<file path="config.mk">
export PLATFORM = sky130hd
export DESIGN_NAME = cpu_bus_decoder
export DESIGN_NICKNAME = d
export VERILOG_FILES = /design/src/rtl/busdec_pkg.sv /design/src/rtl/busdec_mem_decode.sv /design/src/rtl/busdec_io_decode.sv /design/src/rtl/busdec_bank_reg.sv /design/src/rtl/busdec_rom_addr.sv /design/src/rtl/cpu_bus_decoder.sv
export SDC_FILE = /design/constraint.sdc
export NUM_CORES = 1
export LEC_CHECK = 0
export BUFFER_PORTS_ARGS = -buffer_cell sky130_fd_sc_hd__buf_2
export CORE_MARGIN = 8
export CORE_UTILIZATION = 41
export DETAILED_ROUTE_END_ITERATION = 12
export HOLD_SLACK_MARGIN = 0.03
export PLACE_DENSITY_LB_ADDON = 0.05
export SYNTH_ARGS = -nofsm -noshare
export SYNTH_HDL_FRONTEND = slang
export SYNTH_HIERARCHICAL = 1
export SYNTH_SLANG_ARGS = --single-unit
</file>
<file path="constraint.sdc">
create_clock -name clk -period 4.1 [get_ports clk]
set_input_delay 0.205 -clock clk [delete_from_list [all_inputs] [get_ports clk]]
set_output_delay 0.205 -clock clk [all_outputs]
set_load 0.01 [all_outputs]
</file>
<file path="src/rtl/busdec_pkg.sv">
package busdec_pkg;

    localparam int CPU_AW     = 16;
    localparam int DW         = 8;
    localparam int IO_AW      = 8;
    localparam int NUM_DIP    = 4;
    localparam int NUM_KEY    = 3;
    localparam int NUM_MEM_CS = 8;
    localparam int BANK_BITS  = 3;
    localparam int WIN_BITS   = 14;
    localparam int ROM_AW     = 18;
    localparam int BANK_BASE  = 32'h1_0000;

    localparam logic [DW-1:0] OPEN_BUS = '1;

    localparam logic [IO_AW-1:0] DIP_PORT [NUM_DIP] = '{8'h00, 8'h20, 8'h40, 8'h60};
    localparam logic [IO_AW-1:0] KEY_PORT [NUM_KEY] = '{8'h80, 8'hA0, 8'hE0};
    localparam logic [IO_AW-1:0] SND_ADDR_PORT = 8'h40;
    localparam logic [IO_AW-1:0] SND_DATA_PORT = 8'h41;
    localparam logic [IO_AW-1:0] BANK_PORT     = 8'hA0;

    // Region code n (n >= 1) drives select bit n-1.
    typedef enum logic [3:0] {
        RGN_NONE     = 4'd0,
        RGN_ROM_FIX  = 4'd1,
        RGN_ROM_WIN  = 4'd2,
        RGN_WORK     = 4'd3,
        RGN_PAL_A    = 4'd4,
        RGN_PAL_B    = 4'd5,
        RGN_TILE_LO  = 4'd6,
        RGN_TILE_HI  = 4'd7,
        RGN_COLOR    = 4'd8
    } region_e;

    typedef struct packed {
        logic mem_rd;
        logic mem_any;
        logic io_rd;
        logic io_wr;
    } access_t;

    typedef struct packed {
        logic       hit;
        logic       is_key;
        logic [1:0] idx;
    } io_src_t;

    function automatic access_t qualify(input logic mreq, input logic ireq,
                                        input logic r, input logic w);
        access_t a;
        a.mem_any = mreq && !ireq && (r || w);
        a.mem_rd  = mreq && !ireq && r;
        a.io_rd   = ireq && !mreq && r;
        a.io_wr   = ireq && !mreq && w;
        return a;
    endfunction

    function automatic region_e decode_region(input logic [CPU_AW-1:0] a);
        region_e r;
        if (!a[15])                      r = RGN_ROM_FIX;
        else if (a[15:14] == 2'b10)      r = RGN_ROM_WIN;
        else if (a[15:11] == 5'b11000)   r = RGN_WORK;
        else if (a[15:10] == 6'b110010)  r = RGN_PAL_A;
        else if (a[15:10] == 6'b110011)  r = RGN_PAL_B;
        else if (a[15:11] == 5'b11010)   r = RGN_TILE_LO;
        else if (a[15:11] == 5'b11011)   r = RGN_TILE_HI;
        else if (a[15:11] == 5'b11100)   r = RGN_COLOR;
        else                             r = RGN_NONE;
        return r;
    endfunction

    function automatic logic [NUM_MEM_CS-1:0] region_sel(input region_e r);
        logic [NUM_MEM_CS-1:0] s;
        s = '0;
        for (int i = 0; i < NUM_MEM_CS; i++) begin
            if (r == region_e'(i + 1)) s[i] = 1'b1;
        end
        return s;
    endfunction

endpackage

</file>
<file path="src/rtl/busdec_mem_decode.sv">
module busdec_mem_decode
    import busdec_pkg::*;
(
    input  logic [CPU_AW-1:0]     addr,
    input  logic                  qualified,
    output region_e               region,
    output logic [NUM_MEM_CS-1:0] cs
);
    region_e raw;

    always_comb begin
        raw    = decode_region(addr);
        region = qualified ? raw : RGN_NONE;
        cs     = region_sel(region);
    end
endmodule

</file>
<file path="src/rtl/busdec_io_decode.sv">
module busdec_io_decode
    import busdec_pkg::*;
(
    input  logic [IO_AW-1:0] port,
    input  logic             rd_ok,
    input  logic             wr_ok,
    output io_src_t          src,
    output logic [1:0]       snd_we,
    output logic             bank_we
);
    always_comb begin
        src = '0;
        if (rd_ok) begin
            for (int i = 0; i < NUM_DIP; i++) begin
                if (port == DIP_PORT[i]) begin
                    src.hit    = 1'b1;
                    src.is_key = 1'b0;
                    src.idx    = 2'(i);
                end
            end
            for (int k = 0; k < NUM_KEY; k++) begin
                if (port == KEY_PORT[k]) begin
                    src.hit    = 1'b1;
                    src.is_key = 1'b1;
                    src.idx    = 2'(k);
                end
            end
        end
        snd_we[0] = wr_ok && (port == SND_ADDR_PORT);
        snd_we[1] = wr_ok && (port == SND_DATA_PORT);
        bank_we   = wr_ok && (port == BANK_PORT);
    end
endmodule

</file>
<file path="src/rtl/busdec_bank_reg.sv">
module busdec_bank_reg #(
    parameter int BITS = 3
) (
    input  logic            clk,
    input  logic            rst,
    input  logic            we,
    input  logic [BITS-1:0] d,
    output logic [BITS-1:0] q
);
    always_ff @(posedge clk) begin
        if (rst)     q <= '0;
        else if (we) q <= d;
    end
endmodule

</file>
<file path="src/rtl/busdec_rom_addr.sv">
module busdec_rom_addr
    import busdec_pkg::*;
(
    input  region_e               region,
    input  logic [CPU_AW-1:0]     addr,
    input  logic [BANK_BITS-1:0]  bank,
    output logic [ROM_AW-1:0]     rom_addr
);
    localparam logic [ROM_AW-1:0] BASE = ROM_AW'(BANK_BASE);

    logic [ROM_AW-1:0] win_off;
    logic [ROM_AW-1:0] bank_off;

    always_comb begin
        win_off  = ROM_AW'(addr[WIN_BITS-1:0]);
        bank_off = ROM_AW'(bank) << WIN_BITS;
        unique case (region)
            RGN_ROM_FIX: rom_addr = ROM_AW'(addr);
            RGN_ROM_WIN: rom_addr = BASE + bank_off + win_off;
            default:     rom_addr = '0;
        endcase
    end
endmodule

</file>
<file path="src/rtl/cpu_bus_decoder.sv">
module cpu_bus_decoder
    import busdec_pkg::*;
(
    input  logic                     clk,
    input  logic                     rst,
    input  logic [CPU_AW-1:0]        cpu_addr,
    input  logic                     mem_req,
    input  logic                     io_req,
    input  logic                     rd,
    input  logic                     wr,
    input  logic [DW-1:0]            wr_data,
    input  logic [DW-1:0]            mem_rdata,
    input  logic [NUM_DIP*DW-1:0]    dip_banks,
    input  logic [NUM_KEY*DW-1:0]    key_ports,
    output logic [NUM_MEM_CS-1:0]    mem_cs,
    output logic [1:0]               snd_we,
    output logic [ROM_AW-1:0]        rom_addr,
    output logic [DW-1:0]            rd_data
);
    access_t              acc;
    region_e              region;
    io_src_t              io_src;
    logic                 bank_we;
    logic [BANK_BITS-1:0] bank_q;

    assign acc = qualify(mem_req, io_req, rd, wr);

    busdec_mem_decode u_mem (
        .addr      (cpu_addr),
        .qualified (acc.mem_any),
        .region    (region),
        .cs        (mem_cs)
    );

    busdec_io_decode u_io (
        .port    (cpu_addr[IO_AW-1:0]),
        .rd_ok   (acc.io_rd),
        .wr_ok   (acc.io_wr),
        .src     (io_src),
        .snd_we  (snd_we),
        .bank_we (bank_we)
    );

    busdec_bank_reg #(.BITS(BANK_BITS)) u_bank (
        .clk (clk),
        .rst (rst),
        .we  (bank_we),
        .d   (wr_data[BANK_BITS-1:0]),
        .q   (bank_q)
    );

    busdec_rom_addr u_rom (
        .region   (region),
        .addr     (cpu_addr),
        .bank     (bank_q),
        .rom_addr (rom_addr)
    );

    always_comb begin
        rd_data = OPEN_BUS;
        if (acc.mem_rd && region != RGN_NONE) begin
            rd_data = mem_rdata;
        end else if (io_src.hit) begin
            if (io_src.is_key) rd_data = key_ports[io_src.idx*DW +: DW];
            else               rd_data = dip_banks[io_src.idx*DW +: DW];
        end
    end
endmodule

</file>
==> results by group <==
Logic synthesis
  • Synth top area cells: mux2i_1 14%, mux4_2 13%, nor3b_2 9.0%, nand3b_1 5.9%, a21oi_2 5.0%
  • Yosys cell types: 46
  • Sequential fraction of the synthesis area: 0.0432
  • Adder-cell share of the synthesized area: 0
  • Cell Area, Synth: 1390 um2
  • Synth Net Count: 246
  • Mapped Cells: 152
  • Most used DFF post-synth: dfxtp_1
  • Area leader, netlist: mux2i_1
  • FFs w/ async S/R, synth: 0
  • Mux share of post-synthesis cell area: 0.267
  • Simple-gate share of the synthesized area: 0.452
  • Register bit total from synthesis: 3
  • Synth top area share: 0.137
  • Compound-Gate Fraction of Synth Area: 0.132
  • Post-Synth XOR/XNOR Area: 0.0117
  • Largest family of logic cells by synthesized area: simple AND/OR/NAND/NOR gates
  • Synth Area per Inst: 9.14 um2
  • EDFF count, synth: 0
  • Yosys warnings: 6

Placement
  • Placement Cell Area: 1980 um2
  • Pre-CTS WS: 1120 ps
  • Port Buffers: 124
  • RePlAce Congestion: 0.842
  • Hpwl dp: 4060 um
  • DP Cell Count: 311

GRT
  • First-pass GRT wire length: 7290 um
  • Initial antenna violation count: 0
  • GRT Util Overall: 0.162
  • Largest net degree at the start of global routing: 25
  • Vias in the first global route: 1575
  • Overflow after GRT: 0

Finish
  • Most flops, register: u_bank/q
  • Share of cells above drive strength 1: 0.643
  • Nets@finish: 364
  • Multi-input combinational cell area: 1210 um2
  • Finished Layout Cells: 315
  • Area grow syn2layout: 44.4%
  • Fill cell count: 333
  • Biggest regs: u_bank/q (3)
  • Final Util: 0.611
  • Most common cell after layout, fill and taps aside: buf_2
  • Storage cell area: 60.1 um2
  • Commonest non-fill, non-tap cells in the layout: 124 x buf_2, 19 x mux2i_1, 16 x nor2_1
  • Largest register FFs: 3
  • Finished Cell Area: 2010 um2
  • Antenna Cells: 0

Critical path
  • Reg2reg start: u_bank/q[1]
  • Crit-path max FO: 13
  • R2R cell count: 2
  • Critical Path Start Type: input pin
  • Setup crit end kind: primary output
  • CP Data Required Time: 3890 ps
  • Crit path arrival time: 2760 ps
  • Worst Setup Path Type: input pin to primary output
  • Setup slack, reg-to-reg: 3450 ps
  • R2R Path End: u_bank/q[1]

Hold path
  • HP Start: rst
  • Hold path depth: 2
  • Hold EP: u_bank/q[0]
  • Hold crit path type: input pin to flip-flop

Drt
  • Drt first pass iters: 4
  • Vias per inst: 4.95
  • WL per Instance: 15.0 um
  • Routed vias: 1560
  • Iteration-0 DRC Markers: 89
  • Drt total wl: 4740 um
  • # DRC: 0
  • Remaining antenna violation count: 0

Timing
  • Fin. max-slew vios: 0
  • Final Worst Setup Slack: 1130 ps
  • Slew @ Worst Pin: 846 ps
  • Final hold vios: 0
  • Slew HR: 0.434
  • Finish-stage setup viols: 0
  • RSZ-0062 raised after global routing: no
  • Peak Freq: 337 MHz
  • Fin Setup TNS: 0 ps
  • Period utilization: 0.724
  • Tmin final: 2970 ps
  • Clock Skew: 0 ps

Clock tree
  • Worst-path clk slew: 40 ps
  • Post-CTS sizing: 0
  • Post-CTS Setup Inserts: 0
  • Clk root buf: clkbuf_4
  • Hold Buf Count CTS: 0
  • CTS Buf Count: 3
  • Bufs on Longest Clock Path: 2
  • Worst skew pair latency: 220 ps
  • H-tree Lvls: 1
  • CTS sink cnt: 3
  • CTS tree: yes

Power and ir drop
  • Pwr dens: 96.1 nW/um2
  • Static leakage power: 0.884 nW
  • VDD IR max: 0.000140 V

Die
  • Num rows: 21
  • Initial Util: 0.423
  • Die ar.: 5510 um2
  • Die Y: 74.2 um
  • Die width: 74.2 um
  • Core ar.: 3280 um2
  • IO Pins: 130

Run
  • Number of max-cap violations: 0

Outcome
  • Outcome: complete, no violations
==> cells by family (layout without fill, tap and decap cells) <==
group,Yosys count,in the layout
mux,27,27
buf+inv,17,134
simple gates,81,81
compound gates,23,23
flops,3,3
xor+xnor,1,1
==> where the power goes <==
part	internal, mW	leakage, nW	switching [mW]
logic	0.0625	0.845	0.0515
clock network	0.0363	0.0150	0.0131
registers	0.0294	0.0241	0.0000103
total	0.128	0.884	0.0646
==> metal layers <==
metal,GRT usage,vias to the layer above,routed length (um)
li1,-,811,-
met1,0.199,687,1920
met2,0.278,58,2340
met3,0.0418,4,429
met4,0.0266,0,45
met5,0,-,0
==> how the worst max path moves through the flow <==
stage / depth (start not counted) / to / slack [ps] / start
final: 8 / rd_data[4] / 1130 / cpu_addr[1]
after global placement: 9 / rd_data[7] / 1110 / cpu_addr[1]
after CTS: 8 / rd_data[4] / 1110 / cpu_addr[1]
after detailed placement: 8 / rd_data[4] / 1120 / cpu_addr[1]
after floorplan: 8 / rd_data[4] / 1710 / cpu_addr[1]
after global routing: 9 / rd_data[7] / 980 / cpu_addr[1]
==> cells in the mapped netlist (2+ instances only) <==
| cell type | n |
|---|---|
| inv_1 | 3 |
| mux2i_1 | 19 |
| and3_1 | 2 |
| mux4_2 | 8 |
| buf_2 | 4 |
| buf_6 | 5 |
| nor3b_1 | 5 |
| nor4b_2 | 2 |
| nand3b_1 | 11 |
| nor4_1 | 4 |
| dfxtp_1 | 3 |
| and3b_1 | 2 |
| nand2b_1 | 3 |
| a21oi_1 | 2 |
| o21ai_0 | 7 |
| nor3_2 | 2 |
| buf_4 | 2 |
| nor2b_1 | 4 |
| a21oi_2 | 8 |
| nand2_1 | 4 |
| nor3_1 | 2 |
| or4_4 | 2 |
| nor2_1 | 16 |
| nor3b_2 | 10 |
==> stage by stage <==
stage | hold WS (ps) | power, mW
6_report | 171 | 0.193
5_1_grt | 162 | 0.212
4_1_cts | 166 | 0.195
3_5_place_dp | 403 | 0.144
3_3_place_gp | 402 | 0.143
2_1_floorplan | 277 | 0.0870
==> worst max-delay path, stage by stage <==
cell and delay [ps]:
buf_2 110, or4_4 610, nor4b_4 800, buf_4 340, mux4_2 310, mux2i_1 180
a21oi_2 70, buf_2 140
==> layout make-up <==
| cell class | count | share of cell area |
|---|---|---|
| clock buffers | 4 | 0.0131 |
| inverters | 3 | 0.00561 |
| multi-input cells | 132 | 0.602 |
| flip-flops and latches | 3 | 0.0299 |
| well taps | 46 | 0.0287 |
| repair buffers | 127 | 0.321 |
No activity file was read; power rests on OpenSTA's default activity.
